==> src/rtl/lpar_pkg.sv <==
package lpar_pkg;

    // How a read is formed from the stored word
    typedef enum logic [1:0] {
        VIEW_FOLD = 2'd0,
        VIEW_LOW  = 2'd1,
        VIEW_HIGH = 2'd2
    } lpar_view_e;

    // What the accumulator does in a cycle, highest priority first
    typedef enum logic [1:0] {
        ACC_HOLD  = 2'd0,
        ACC_CLEAR = 2'd1,
        ACC_LOAD  = 2'd2,
        ACC_XOR   = 2'd3
    } lpar_op_e;

    function automatic lpar_view_e view_decode(input logic split, input logic upper);
        if (!split)
            return VIEW_FOLD;
        else if (upper)
            return VIEW_HIGH;
        else
            return VIEW_LOW;
    endfunction

    function automatic lpar_op_e pick_op(input logic clr, input logic wr, input logic xv);
        if (clr)
            return ACC_CLEAR;
        else if (wr)
            return ACC_LOAD;
        else if (xv)
            return ACC_XOR;
        else
            return ACC_HOLD;
    endfunction

endpackage

==> src/rtl/lpar_accum.sv <==
module lpar_accum #(
    parameter int BYTE_W = 8
) (
    input  logic                clk,
    input  logic                rst_n,
    input  logic                clr,
    input  logic                xfer_valid,
    input  logic                xfer_wide,
    input  logic [2*BYTE_W-1:0] xfer_data,
    input  logic                host_wr,
    input  logic [BYTE_W-1:0]   host_wdata,
    input  logic                split_view,
    input  logic                upper_sel,
    output logic [BYTE_W-1:0]   lo_o,
    output logic [BYTE_W-1:0]   hi_o
);
    import lpar_pkg::*;

    localparam int LANES = 2;

    typedef struct packed {
        logic [BYTE_W-1:0] hi;
        logic [BYTE_W-1:0] lo;
    } word_t;

    word_t    state_d, state_q;
    lpar_op_e op_d;

    logic [LANES-1:0]  lane_on;
    logic [BYTE_W-1:0] lane_term [LANES];

    assign lane_on = {xfer_wide, 1'b1};

    // Per-lane gated transfer byte
    for (genvar g = 0; g < LANES; g++) begin : g_lane
        assign lane_term[g] = lane_on[g] ? xfer_data[g*BYTE_W +: BYTE_W] : '0;
    end

    always_comb begin
        state_d = state_q;
        op_d    = pick_op(clr, host_wr, xfer_valid);
        case (op_d)
            ACC_CLEAR: state_d = '0;
            ACC_LOAD: begin
                if (split_view) begin
                    if (upper_sel)
                        state_d.hi = host_wdata;
                    else
                        state_d.lo = host_wdata;
                end else begin
                    state_d.lo = host_wdata;
                    state_d.hi = '0;
                end
            end
            ACC_XOR: begin
                state_d.lo = state_q.lo ^ lane_term[0];
                state_d.hi = state_q.hi ^ lane_term[1];
            end
            default: state_d = state_q;
        endcase
    end

    always_ff @(posedge clk or negedge rst_n) begin
        if (!rst_n)
            state_q <= '0;
        else
            state_q <= state_d;
    end

    assign lo_o = state_q.lo;
    assign hi_o = state_q.hi;


    clear_zero_chk: assert property (@(posedge clk) disable iff (!rst_n)
        clr |=> (lo_o == '0 && hi_o == '0));


    narrow_xor_chk: assert property (@(posedge clk) disable iff (!rst_n)
        (xfer_valid && !xfer_wide && !host_wr && !clr) |=>
        (lo_o == ($past(lo_o) ^ $past(xfer_data[BYTE_W-1:0])) && $stable(hi_o)));


    wide_xor_chk: assert property (@(posedge clk) disable iff (!rst_n)
        (xfer_valid && xfer_wide && !host_wr && !clr) |=>
        (lo_o == ($past(lo_o) ^ $past(xfer_data[BYTE_W-1:0])) &&
         hi_o == ($past(hi_o) ^ $past(xfer_data[2*BYTE_W-1:BYTE_W]))));


    split_write_chk: assert property (@(posedge clk) disable iff (!rst_n)
        (host_wr && !clr && split_view) |=>
        ($past(upper_sel) ? (hi_o == $past(host_wdata) && $stable(lo_o))
                          : (lo_o == $past(host_wdata) && $stable(hi_o))));


    full_write_chk: assert property (@(posedge clk) disable iff (!rst_n)
        (host_wr && !clr && !split_view) |=>
        (lo_o == $past(host_wdata) && hi_o == '0));


    idle_hold_chk: assert property (@(posedge clk) disable iff (!rst_n)
        (!xfer_valid && !host_wr && !clr) |=> ($stable(lo_o) && $stable(hi_o)));

endmodule

==> src/rtl/lpar_view.sv <==
module lpar_view #(
    parameter int BYTE_W = 8
) (
    input  logic [BYTE_W-1:0] lo_i,
    input  logic [BYTE_W-1:0] hi_i,
    input  logic              split_view,
    input  logic              upper_sel,
    output logic [BYTE_W-1:0] rd_o
);
    import lpar_pkg::*;

    lpar_view_e view_sel;

    always_comb begin
        view_sel = view_decode(split_view, upper_sel);
        case (view_sel)
            VIEW_LOW:  rd_o = lo_i;
            VIEW_HIGH: rd_o = hi_i;
            default:   rd_o = lo_i ^ hi_i;
        endcase
    end

endmodule

==> src/rtl/lpar_top.sv <==
module lpar_top #(
    parameter int BYTE_W = 8
) (
    input  logic                clk,
    input  logic                rst_n,
    input  logic                clr,
    input  logic                xfer_valid,
    input  logic                xfer_wide,
    input  logic [2*BYTE_W-1:0] xfer_data,
    input  logic                host_wr,
    input  logic [BYTE_W-1:0]   host_wdata,
    input  logic                split_view,
    input  logic                upper_sel,
    output logic [BYTE_W-1:0]   rd_data
);

    logic [BYTE_W-1:0] acc_lo, acc_hi;

    lpar_accum #(.BYTE_W(BYTE_W)) u_accum (
        .clk        (clk),
        .rst_n      (rst_n),
        .clr        (clr),
        .xfer_valid (xfer_valid),
        .xfer_wide  (xfer_wide),
        .xfer_data  (xfer_data),
        .host_wr    (host_wr),
        .host_wdata (host_wdata),
        .split_view (split_view),
        .upper_sel  (upper_sel),
        .lo_o       (acc_lo),
        .hi_o       (acc_hi)
    );

    lpar_view #(.BYTE_W(BYTE_W)) u_view (
        .lo_i       (acc_lo),
        .hi_i       (acc_hi),
        .split_view (split_view),
        .upper_sel  (upper_sel),
        .rd_o       (rd_data)
    );


    fold_zero_chk: assert property (@(posedge clk) disable iff (!rst_n)
        (!split_view && acc_lo == acc_hi) |-> (rd_data == '0));


    low_view_chk: assert property (@(posedge clk) disable iff (!rst_n)
        (split_view && !upper_sel) |-> (rd_data == acc_lo));


    high_view_chk: assert property (@(posedge clk) disable iff (!rst_n)
        (split_view && upper_sel) |-> (rd_data == acc_hi));

endmodule

==> config.mk <==
export PLATFORM = sky130hd
export DESIGN_NAME = lpar_top
export DESIGN_NICKNAME = d
export VERILOG_FILES = /design/src/rtl/lpar_pkg.sv /design/src/rtl/lpar_accum.sv /design/src/rtl/lpar_view.sv /design/src/rtl/lpar_top.sv
export SDC_FILE = /design/constraint.sdc
export NUM_CORES = 1
export LEC_CHECK = 0
export BUFFER_PORTS_ARGS = -buffer_cell sky130_fd_sc_hd__buf_2
export CAP_MARGIN = 5
export CORE_AREA = 3 3 82 68
export DETAILED_ROUTE_END_ITERATION = 10
export DIE_AREA = 0 0 85 71
export PLACE_DENSITY = 0.56
export SYNTH_ARGS = -nofsm -noshare
export SYNTH_HDL_FRONTEND = slang
export SYNTH_SLANG_ARGS = --single-unit
==> constraint.sdc <==
create_clock -name clk -period 2.2 [get_ports clk]
set_clock_uncertainty 0.1 [all_clocks]
set_input_delay 0.44 -clock clk [delete_from_list [all_inputs] [get_ports clk]]
set_output_delay 0.44 -clock clk [all_outputs]
set_load 0.03 [all_outputs]
; ---- Word level (Yosys, flattened, before mapping)
; Index checks and enable logic that the tools add are counted.
[totals]
ff_bits = 16
latchBits = 0
mem_bits_rw = 0
romBits = 0
input_bits = 32
output_inout_bits = 8
mem_count = 0
[classes]
n_addsub = 0
n_mul = 0
div_mod_pow = 0
n_lt_le_gt_ge = 0
n_eq_ne = 7
n_shift = 0
muxes = 11
n_bitwise = 3
n_reduce_logical = 3
[ops]
columns = operator, count
row1 = 16-bit case mux with 3 select lines, 1
row2 = 8-bit 2-to-1 mux, 3
row3 = 8-bit XOR, 3
row4 = 16-bit 2-to-1 mux, 1
row5 = 8-bit case mux with 2 select lines, 1
row6 = 2-bit 2-to-1 mux, 5
row7 = 2-bit == test (second input constant), 3
row8 = 3-bit inequality test (second input constant), 2
row9 = 2-bit by 1-bit == test with 1-bit output (second input constant), 2
row10 = 2-bit AND reduction, 2
row11 = 3-bit nonzero test, 1

; ---- Logic depth before layout (Yosys ltp)
; Gate-level depths: netlist (run 1).
[depth]
word_depth = 6
ltp_mapped = 5
mapped_depth_nobuf = 3

; ---- Hierarchy
; A second synthesis (run 1) with hierarchy kept.
[unflattened]
cells_unflattened = 145
hier_area_um2 = 1256.2
[modules_own_cells]
columns = module, n_inst, cells_each, area_each_um2, seq_area_each_um2
row1 = lpar_accum, 1, 109, 1012.2, 400.4
row2 = lpar_view, 1, 36, 244.0, 0.0

; ---- Least setup slack after synthesis (run 1)
; No wires, ideal clock.
[synth_timing]
path_type = input-to-output
from = input split_view
to = output rd_data[5]
arrival_time_ps = 1431
path_slack_ps = 229
path_stages = 5
cell_sequence = buf_2 -> buf_2 -> nand3b_1 -> o21ai_0 -> a21oi_1
[synth_via]
elab_chain_len = 3
elab_cells_between_ends = 4
cone_classes = eq/ne: 2 / mux: 2
[synth_lines]
columns = element, line
row1 = "start, declared", lpar_top.sv:12  ; input logic split_view,
row2 = 2-bit 2-to-1 mux *, lpar_pkg.sv:19  ; if (!split)
row3 = 2-bit == test or 2-bit by 1-bit == test with 1-bit output (tied branches), lpar_view.sv:16  ; case (view_sel)
row4 = 8-bit case mux with 2 select lines *, lpar_view.sv:16
row5 = "end, declared", lpar_top.sv:14  ; output logic [BYTE_W-1:0] rd_data
; Mark *: on every way between the ends. The rest lies on a longest branch, timed or not.

; ---- Final worst setup path (run 1)
[layout_timing]
from = input split_view
to = output rd_data[4]
; Same word-level chain as after synthesis.

==> impl_metrics.ini, run 1 <==
[status]
status = completed

[drt]
dr_total_vias = 1286
wl_um = 3860
drc = 0
viasPerCell = 5.21
drt_iter0_markers = 84
ant_nets = 0
dr.pass1.iters = 4
wl_per_cell_um = 15.6

[yosys]
synth.yosys.seq_area_share = 0.300
syn-instance-count = 151
ys_ff_latch = 16
ys_dominant_reg_cell = dfrtp_1
synthTopCellsByArea = dfrtp_1, nand3b_1, a21oi_1
synth_most_common_cell = a21oi_1
synth_top_area_frac = 0.300
synth_edf_count = 0
yosysUniqueCellTypes = 33
synth-warning-count = 0
synth_fp_nets = 183
synth_area_um2 = 1330
synthArstFlopShare = 1.00
synth.largest_area_cell = dfrtp_1
synth_common_cells = a21oi_1, dfrtp_1, nand3b_1
syn_avg_cell_area_um2 = 8.82

[setup_path]
cp_top_family = buffers and inverters
crit_arrival_ns = 1.35
path_buf_inv = 2
r2r_slack_ns = 1.01
path_common_cell = buf_2
cp_slowest_cell = buf_2
crit_chain = buf_2 > nand3b_1 > o21ai_0 > a21oi_1 > buf_2
r2r-start = u_accum.hi_o[5]
setup.worst_path.start_class = primary input
path_max_fanout = 22
critPathLaunch = split_view
end_kind = primary output
cpPeakStageDelay_ns = 0.32
timing_worst_setup_path_type = primary input to primary output
cp.required_ns = 1.66

[timing]
fin_ws_ns = 0.310
slew_headroom = 0.654
layout_min_cycle_time_ns = 1.89
grt_setup_unrepaired = no
setup_tns_ns = 0
setup_viol = 0
tightest_slew_ns = 0.519
hold_ws_ns = 0.00115
drv_slew = 0
period_share = 0.859
hold_viol_final = 0
max_freq_ghz = 0.529

[clocking]
cts_buffers = 3
post-cts-setup-buffers = 0
ctsLongestPathBuffers = 2
cts_resized = 0
clock_sinks = 16
cts_tree = built
h-tree-depth = 1
cts_hold_buf = 0
clkLatencyLatePin_ns = 0.25
clk_pin_slew_worst_paths_ns = 0.07
clockRootBuffer = clkbuf_8

[cells_and_area]
drive_gt1_frac = 0.297
area_delta_synth_final_pct = 20.8
fillCellCount = 532
diodes = 0
fin_cells = 247
final_nets = 218

[power_and_ir_drop]
p_int_w = 0.000563
p_leak_nw = 0.681
p_clk_frac = 0.331
power.density_nw_per_um2 = 512
power.net_switching_w = 0.000262
p_sw_frac = 0.317
vdd_drop_max_uv = 233
power_frac_seq = 0.407
comb_power_share = 0.262

[die]
initial_core_util = 0.271
die_area_um2 = 6040
core_um2 = 4920
io-pin-count = 40
die_y_um = 71
rows = 23
die_width_um = 85

[hold_path]
hold_path.class = primary input to async pin

[placement]
hpwl_um = 2810
port-buffer-count = 39
gp_congestion = 0.819
dp.cells = 243
dp_worst_setup_slack_ns = 0.298

[grt]
grt_max_degree = 23
track_usage = 0.129
gr-total-overflow = 0
grt_pass1_wl_um = 6210
grt_pass1_vias = 1232
antenna_found_initial = 0

[flow_run]
maxCapViolations = 0
-- power groups by stage --
| stage | registers, W | clock network [W] | logic (W) |
|---|---|---|---|
| 6_report | 0.000336 | 0.000273 | 0.000216 |
| 5_1_grt | 0.000339 | 0.000293 | 0.000241 |
| 4_1_cts | 0.000335 | 0.000281 | 0.000218 |
| 3_5_place_dp | 0.000341 | 0 | 0.000217 |
| 3_3_place_gp | 0.000340 | 0 | 0.000215 |
| 2_1_floorplan | 0.000334 | 0 | 0.000146 |
-- worst register-to-register path, cell delays in order, from the launching register on --
cell and delay, ns:
dfrtp_1 0.46, nor2_1 0.07, a32o_1 0.25, a31o_2 0.21
-- worst paths after layout --
path	end	cells after the start
setup / recovery	rd_data[4]	5
hold / removal	u_accum.lo_o[3]	1
setup reg to reg	u_accum.hi_o[5]	3
hold reg to reg	u_accum.hi_o[6]	1
max in group asynchronous	u_accum.hi_o[2]	1
min in group clk	u_accum.hi_o[0]	3
-- state kept, by name (all words and copies together), names as in the netlist --
signal,cells
u_accum.hi_o,8
u_accum.lo_o,8
-- cell type report --
type	instances	area (um^2)	share of cell area
multi-input combinational	122	851	0.529
sequential	16	400	0.249
clock buffer	4	55.1	0.0342
tap	62	77.6	0.0482
timing repair buffer	43	225	0.140
-- layout by cell type, fill, tap and decap left out, types with 8 or more instances in the layout --
cell and count:
buf_2 39, a21oi_1 17, nand3b_1 16, dfrtp_1 16, mux2i_1 8, o21ai_0 8, nand2_1 8
-- layer usage --
layer | track usage | wire (um)
met5 | 0 | 0
met4 | 0.0264 | 17
met3 | 0.0373 | 235
met2 | 0.197 | 1700
met1 | 0.183 | 1910
-- stage by stage --
step / power [W] / area, um^2 / util
final: 0.000825 / 1610 / 0.327
after global routing: 0.000872 / 1610 / 0.327
after CTS: 0.000835 / 1610 / 0.327
after detailed placement: 0.000558 / 1550 / 0.316
after global placement: 0.000555 / 1550 / 0.316
after floorplan: 0.000480 / 1330 / -
-- cells by family after synthesis --
family,Yosys count,synth area share
xor+xnor,2,0.0131
compound gates,55,0.290
mux,8,0.0601
buf+inv,13,0.0610
simple gates,57,0.275
flops,16,0.300
Note: power is estimated with default switching activity, not from simulation.
==> run 2: changes to the inputs <==
Settings changed: CAP_MARGIN 5 to 20, PLACE_DENSITY 0.56 to 0.57.
Clock period 2.2 ns to 1.5 ns, I/O delays scaled along.
==> run 2 against run 1 <==
Net effect:
- the flow now finishes with violations (setup timing)
- power is 60% higher
- sequential share of layout area is 3.8 points lower
- sequential cell count stayed put
- register-to-register slack worse by 0.82 ns
- critical path type is now flip-flop to primary output
==> impl_metrics.ini, run 2 (synthesized netlist as in run 1, its figures left out) <==
[status]
status = finished with violations
violations = setup timing

[setup_path]
cp_top_family = flip-flops
cp_num_cells = 4
cp_slowest_cell = dfrtp_1
crit_arrival_ns = 1.14
end_kind = primary output
crit_chain = nand3b_1 > o21ai_1 > a21oi_2 > buf_6
r2r_slack_ns = 0.19
critPathLaunch = u_accum.hi_o[4]
cpPeakStageDelay_ns = 0.43
path_buf_inv = 1
timing_worst_setup_path_type = flip-flop to primary output
cp.required_ns = 1.10
path_max_fanout = 4
timing.rr.end = u_accum.lo_o[4]
rr_worst_depth = 4
setup.worst_path.start_class = flip-flop
r2r-start = u_accum.lo_o[4]

[grt]
grt_max_degree = 19
track_usage = 0.140
gr-total-overflow = 0
grt_pass1_vias = 1354
antenna_found_initial = 0
grt_pass1_wl_um = 6650

[drt]
ant_nets = 0
viasPerCell = 5.19
drc = 0
wl_um = 4120
dr_total_vias = 1422
dr.pass1.iters = 4
wl_per_cell_um = 15.0
drt_iter0_markers = 81

[cells_and_area]
fin_cells = 274
multiInputGateArea_um2 = 892
final-seq-area_um2 = 404
drive_gt1_frac = 0.448
final_nets = 245
area_delta_synth_final_pct = 43.7
layout_common_cells = buf_4, buf_2, nand3b_1
utilization = 0.389
diodes = 0
fillCellCount = 521
final_common_cell = buf_4

[clocking]
cts_tree = built
clk_pin_slew_worst_paths_ns = 0.07
clockRootBuffer = clkbuf_8
ctsLongestPathBuffers = 2
clock_sinks = 16
h-tree-depth = 1
clkLatencyLatePin_ns = 0.26
cts_buffers = 3

[power_and_ir_drop]
p_leak_nw = 0.826
power.density_nw_per_um2 = 690
vdd_drop_max_uv = 491
power_w = 0.00132

[placement]
dp.cells = 254
hpwl_um = 3020
port-buffer-count = 39
gp_congestion = 0.808

[timing]
layout_min_cycle_time_ns = 1.54
tightest_slew_ns = 0.490
max_freq_ghz = 0.651
hold_viol_final = 0
fin_ws_ns = -0.0368
slew_headroom = 0.673
period_share = 1.02
drv_slew = 0
hold_ws_ns = 0.254
setup_viol = 6
grt_setup_unrepaired = yes

[die]
io-pin-count = 40
die_area_um2 = 6040
core_um2 = 4920
rows = 23
initial_core_util = 0.271
die_width_um = 85
die_y_um = 71

[hold_path]
hold_path.class = primary input to flip-flop
hold_depth = 3
hp-start = xfer_data[8]
hold_path_end = u_accum.hi_o[0]

[flow_run]
maxCapViolations = 0
-- run 2: cell types whose count changed in the layout (fill, tap and decap cells not counted) --
cell / before / now
a21oi_1: 17 / 9
a21oi_2: 1 / 9
buf_2: 39 / 29
buf_4: 4 / 32
buf_6: 0 / 8
dfrtp_1: 16 / 13
dfrtp_2: 0 / 3
dlygate4sd3_1: 0 / 1
o21ai_0: 8 / 0
o21ai_1: 0 / 5
o21ai_2: 0 / 3
-- run 2: metal layers --
| layer | up-vias | GRT usage | wire length (um) |
|---|---|---|---|
| li1 | 706 | - | - |
| met1 | 681 | 0.195 | 1990 |
| met2 | 33 | 0.222 | 1910 |
| met3 | 2 | 0.0326 | 203 |
| met4 | 0 | 0.0264 | 23 |
| met5 | - | 0 | 0 |
-- run 2: power by group --
group / switching [W] / leakage, nW / total, W / internal (W)
Clock: 0.000167 / 0.0288 / 0.000400 / 0.000233
Combinational: 0.000215 / 0.587 / 0.000430 / 0.000215
Sequential: 0.0000317 / 0.211 / 0.000490 / 0.000458
Total: 0.000414 / 0.826 / 0.00132 / 0.000906
-- run 2: area by class of cell --
class | instances | share of cell area
clock buffer | 4 | 0.0288
timing repair buffer | 70 | 0.254
tap | 62 | 0.0405
sequential | 16 | 0.211
multi-input combinational | 122 | 0.466
-- run 2: what timing repair did --
action	CTS	global route
buffers inserted	15	0
pin swaps	4	3
endpoints found under the hold margin	16	0
endpoints found under the setup margin	8	8
gates resized for setup	28	4
hold buffers	1	0
-- run 2: metrics by stage --
step / setup WS (ns) / setup TNS [ns] / area, um^2
final: -0.0368 / -0.123 / 1910
after detailed placement: -0.0900 / -0.812 / 1670
after floorplan: -0.00510 / -0.00997 / 1370
after CTS: -0.0328 / -0.152 / 1900
after global routing: -0.0935 / -0.600 / 1910
after global placement: -0.0718 / -0.663 / 1670
-- run 2: tightest hold or removal path, cell delays in order --
cell and delay (ns):
buf_2 0.08, a21boi_0 0.07, o2bb2ai_1 0.12
-- run 2: how the worst max path moves through the flow --
stage	endpoint
floorplan	rd_data[5]
CTS	rd_data[6]
global route	rd_data[2]
finish	rd_data[4]
detailed placement	rd_data[6]
global placement	rd_data[4]
==> run 3: changes to the inputs <==
Settings changed: ABC_AREA from default to 1, CORE_AREA 3 3 82 68 to 3 3 82 69, DIE_AREA 0 0 85 71 to 0 0 85 72, SETUP_SLACK_MARGIN from default to 0.02.
==> run 3 against run 2 <==
Net effect:
- the run now ends clean
- setup slack gained 0.067 ns
- wire length grew 4.1%
- sequential share of layout area shrank 2.8 points
- power grew 15%
- sequential power grew 1%
==> impl_metrics.ini, run 3 <==
[cells_and_area]
final_common_cell = nand2_1
final_cell_area_um2 = 2190
layout_common_cells = nand2_1, buf_2, buf_4
area_delta_synth_final_pct = 62.1
diodes = 0
fillCellCount = 528
final_nets = 313
drive_gt1_frac = 0.389

[hold_path]
hold_depth = 5
hold_path.class = primary input to flip-flop
hp-start = host_wdata[3]

[clocking]
clockRootBuffer = clkbuf_8
clock_sinks = 16
clkLatencyLatePin_ns = 0.25
ctsLongestPathBuffers = 2
h-tree-depth = 1
cts_buffers = 3
cts_tree = built
clk_pin_slew_worst_paths_ns = 0.07

[grt]
grt_max_degree = 17
gr-total-overflow = 0
grt_pass1_vias = 1522
grtUsageMet2 = 0.243
grt.busiest_layer = met2
grt_util_met3 = 0.0397
antenna_found_initial = 0
grt_pass1_wl_um = 7140
grt_use_met1 = 0.198
track_usage = 0.147

[drt]
drt_iter0_markers = 48
ant_nets = 0
dr_total_vias = 1558
wl_um = 4290
drc = 0
wl_per_cell_um = 12.5
dr.pass1.iters = 4
viasPerCell = 4.56

[placement]
dp_worst_setup_slack_ns = -0.130
hpwl_um = 3030
port-buffer-count = 39
placed_area_um2 = 1830
gp_congestion = 0.790

[timing]
setup_tns_ns = 0
slew_headroom = 0.716
setup_viol = 0
period_share = 0.980
grt_setup_unrepaired = yes
layout_min_cycle_time_ns = 1.47
fin_ws_ns = 0.0302
tightest_slew_ns = 0.426
max_freq_ghz = 0.680
drv_slew = 0
hold_viol_final = 0

[yosys]
synthTopCellsByArea = nand2_1, dfrtp_1, xor2_1
synth-warning-count = 0
synth_common_cells = nand2_1, inv_1, nand3_1, dfrtp_1, nand4_1
ys_ff_latch = 16
synth_area_um2 = 1350
syn_avg_cell_area_um2 = 6.32
syn-instance-count = 214
synth_fp_nets = 246
synthArstFlopShare = 1.00
synth.largest_area_cell = nand2_1
yosysUniqueCellTypes = 17
synth_most_common_cell = nand2_1
synth_edf_count = 0
synth_top_area_frac = 0.316
ys_dominant_reg_cell = dfrtp_1
synth.yosys.seq_area_share = 0.296

[die]
die_y_um = 72
core_um2 = 4920
die_width_um = 85
initial_core_util = 0.275
io-pin-count = 40
die_area_um2 = 6120
rows = 23

[status]
status = completed

[setup_path]
cp_slowest_cell = dfrtp_1
path_max_fanout = 2
crit_arrival_ns = 1.07
end_kind = primary output
cp_top_family = flip-flops
critPathLaunch = u_accum.hi_o[3]
rr_worst_depth = 6
timing_worst_setup_path_type = flip-flop to primary output
setup.worst_path.start_class = flip-flop
cp_num_cells = 3
r2r-start = u_accum.lo_o[5]
cp.required_ns = 1.10
crit_chain = nand2_4 > xor2_4 > buf_6
path_buf_inv = 1
cpPeakStageDelay_ns = 0.42

[flow_run]
maxCapViolations = 0

[power_and_ir_drop]
power.density_nw_per_um2 = 694
p_leak_nw = 1.17
vdd_drop_max_uv = 477
[run 3: power by group]
part / switching (W) / total, W / leakage (nW) / internal, W
Clock: 0.000170 / 0.000404 / 0.0288 / 0.000234
Sequential: 0.0000290 / 0.000496 / 0.213 / 0.000467
Combinational: 0.000345 / 0.000622 / 0.931 / 0.000277
[run 3: metrics by stage]
step            util  instances  power, W  hold slack (ns)
3_3_place_gp   0.372        318  0.000982            0.152
5_1_grt        0.445        342   0.00161            0.324
2_1_floorplan      -        214  0.000826          -0.0956
6_report       0.445        342   0.00152            0.297
3_5_place_dp   0.372        318  0.000986            0.157
4_1_cts        0.442        340   0.00153            0.298
[run 3: logic make-up after synthesis]
kind of cell,count (synthesis),synth area share
and+or+nand+nor,152,0.494
DFF,16,0.296
xor gates and xnor gates,15,0.0971
buffers and inverters,29,0.0888
AOI/OAI and AO/OA,2,0.0241
[run 3: repair_timing]
action,4_1_cts,5_1_grt
gates cloned,1,0
pin swaps,4,9
hold buffers,1,0
setup endpoints to repair,8,8
setup buffers,16,2
endpoints found under the hold margin,16,0
gates resized for setup,45,1
[run 3: path summary, 6_finish.rpt]
| check | to | slack [ns] |
|---|---|---|
| worst max-delay path | rd_data[3] | 0.03 |
| worst min-delay path | u_accum.lo_o[3] | 0.30 |
| worst max register to register | u_accum.lo_o[5] | 0.26 |
| worst min register to register | u_accum.lo_o[1] | 0.51 |
| max in group asynchronous | u_accum.hi_o[0] | 0.59 |
| min in group asynchronous | u_accum.lo_o[1] | 0.41 |
[run 3: layout make-up]
| cell class | instances | area, um^2 | area share |
|---|---|---|---|
| clock buffers | 4 | 55.1 | 0.0251 |
| inverters | 22 | 85.1 | 0.0388 |
| multi-input cells | 170 | 1090 | 0.498 |
| flip-flops and latches | 16 | 400 | 0.183 |
| well taps | 62 | 77.6 | 0.0354 |
| repair buffers | 68 | 483 | 0.220 |
[run 3: tightest hold or removal path, delay by kind of cell]
family	cells	cell delay [ns]
AND/OR/NAND/NOR	4	0.22
buffers and inverters	1	0.11
[run 3: per-layer routing]
metal | vias up | wire, um
met5 | - | 0
met4 | 0 | 53
met3 | 6 | 225
met2 | 39 | 2080
met1 | 716 | 1930
li1 | 797 | -
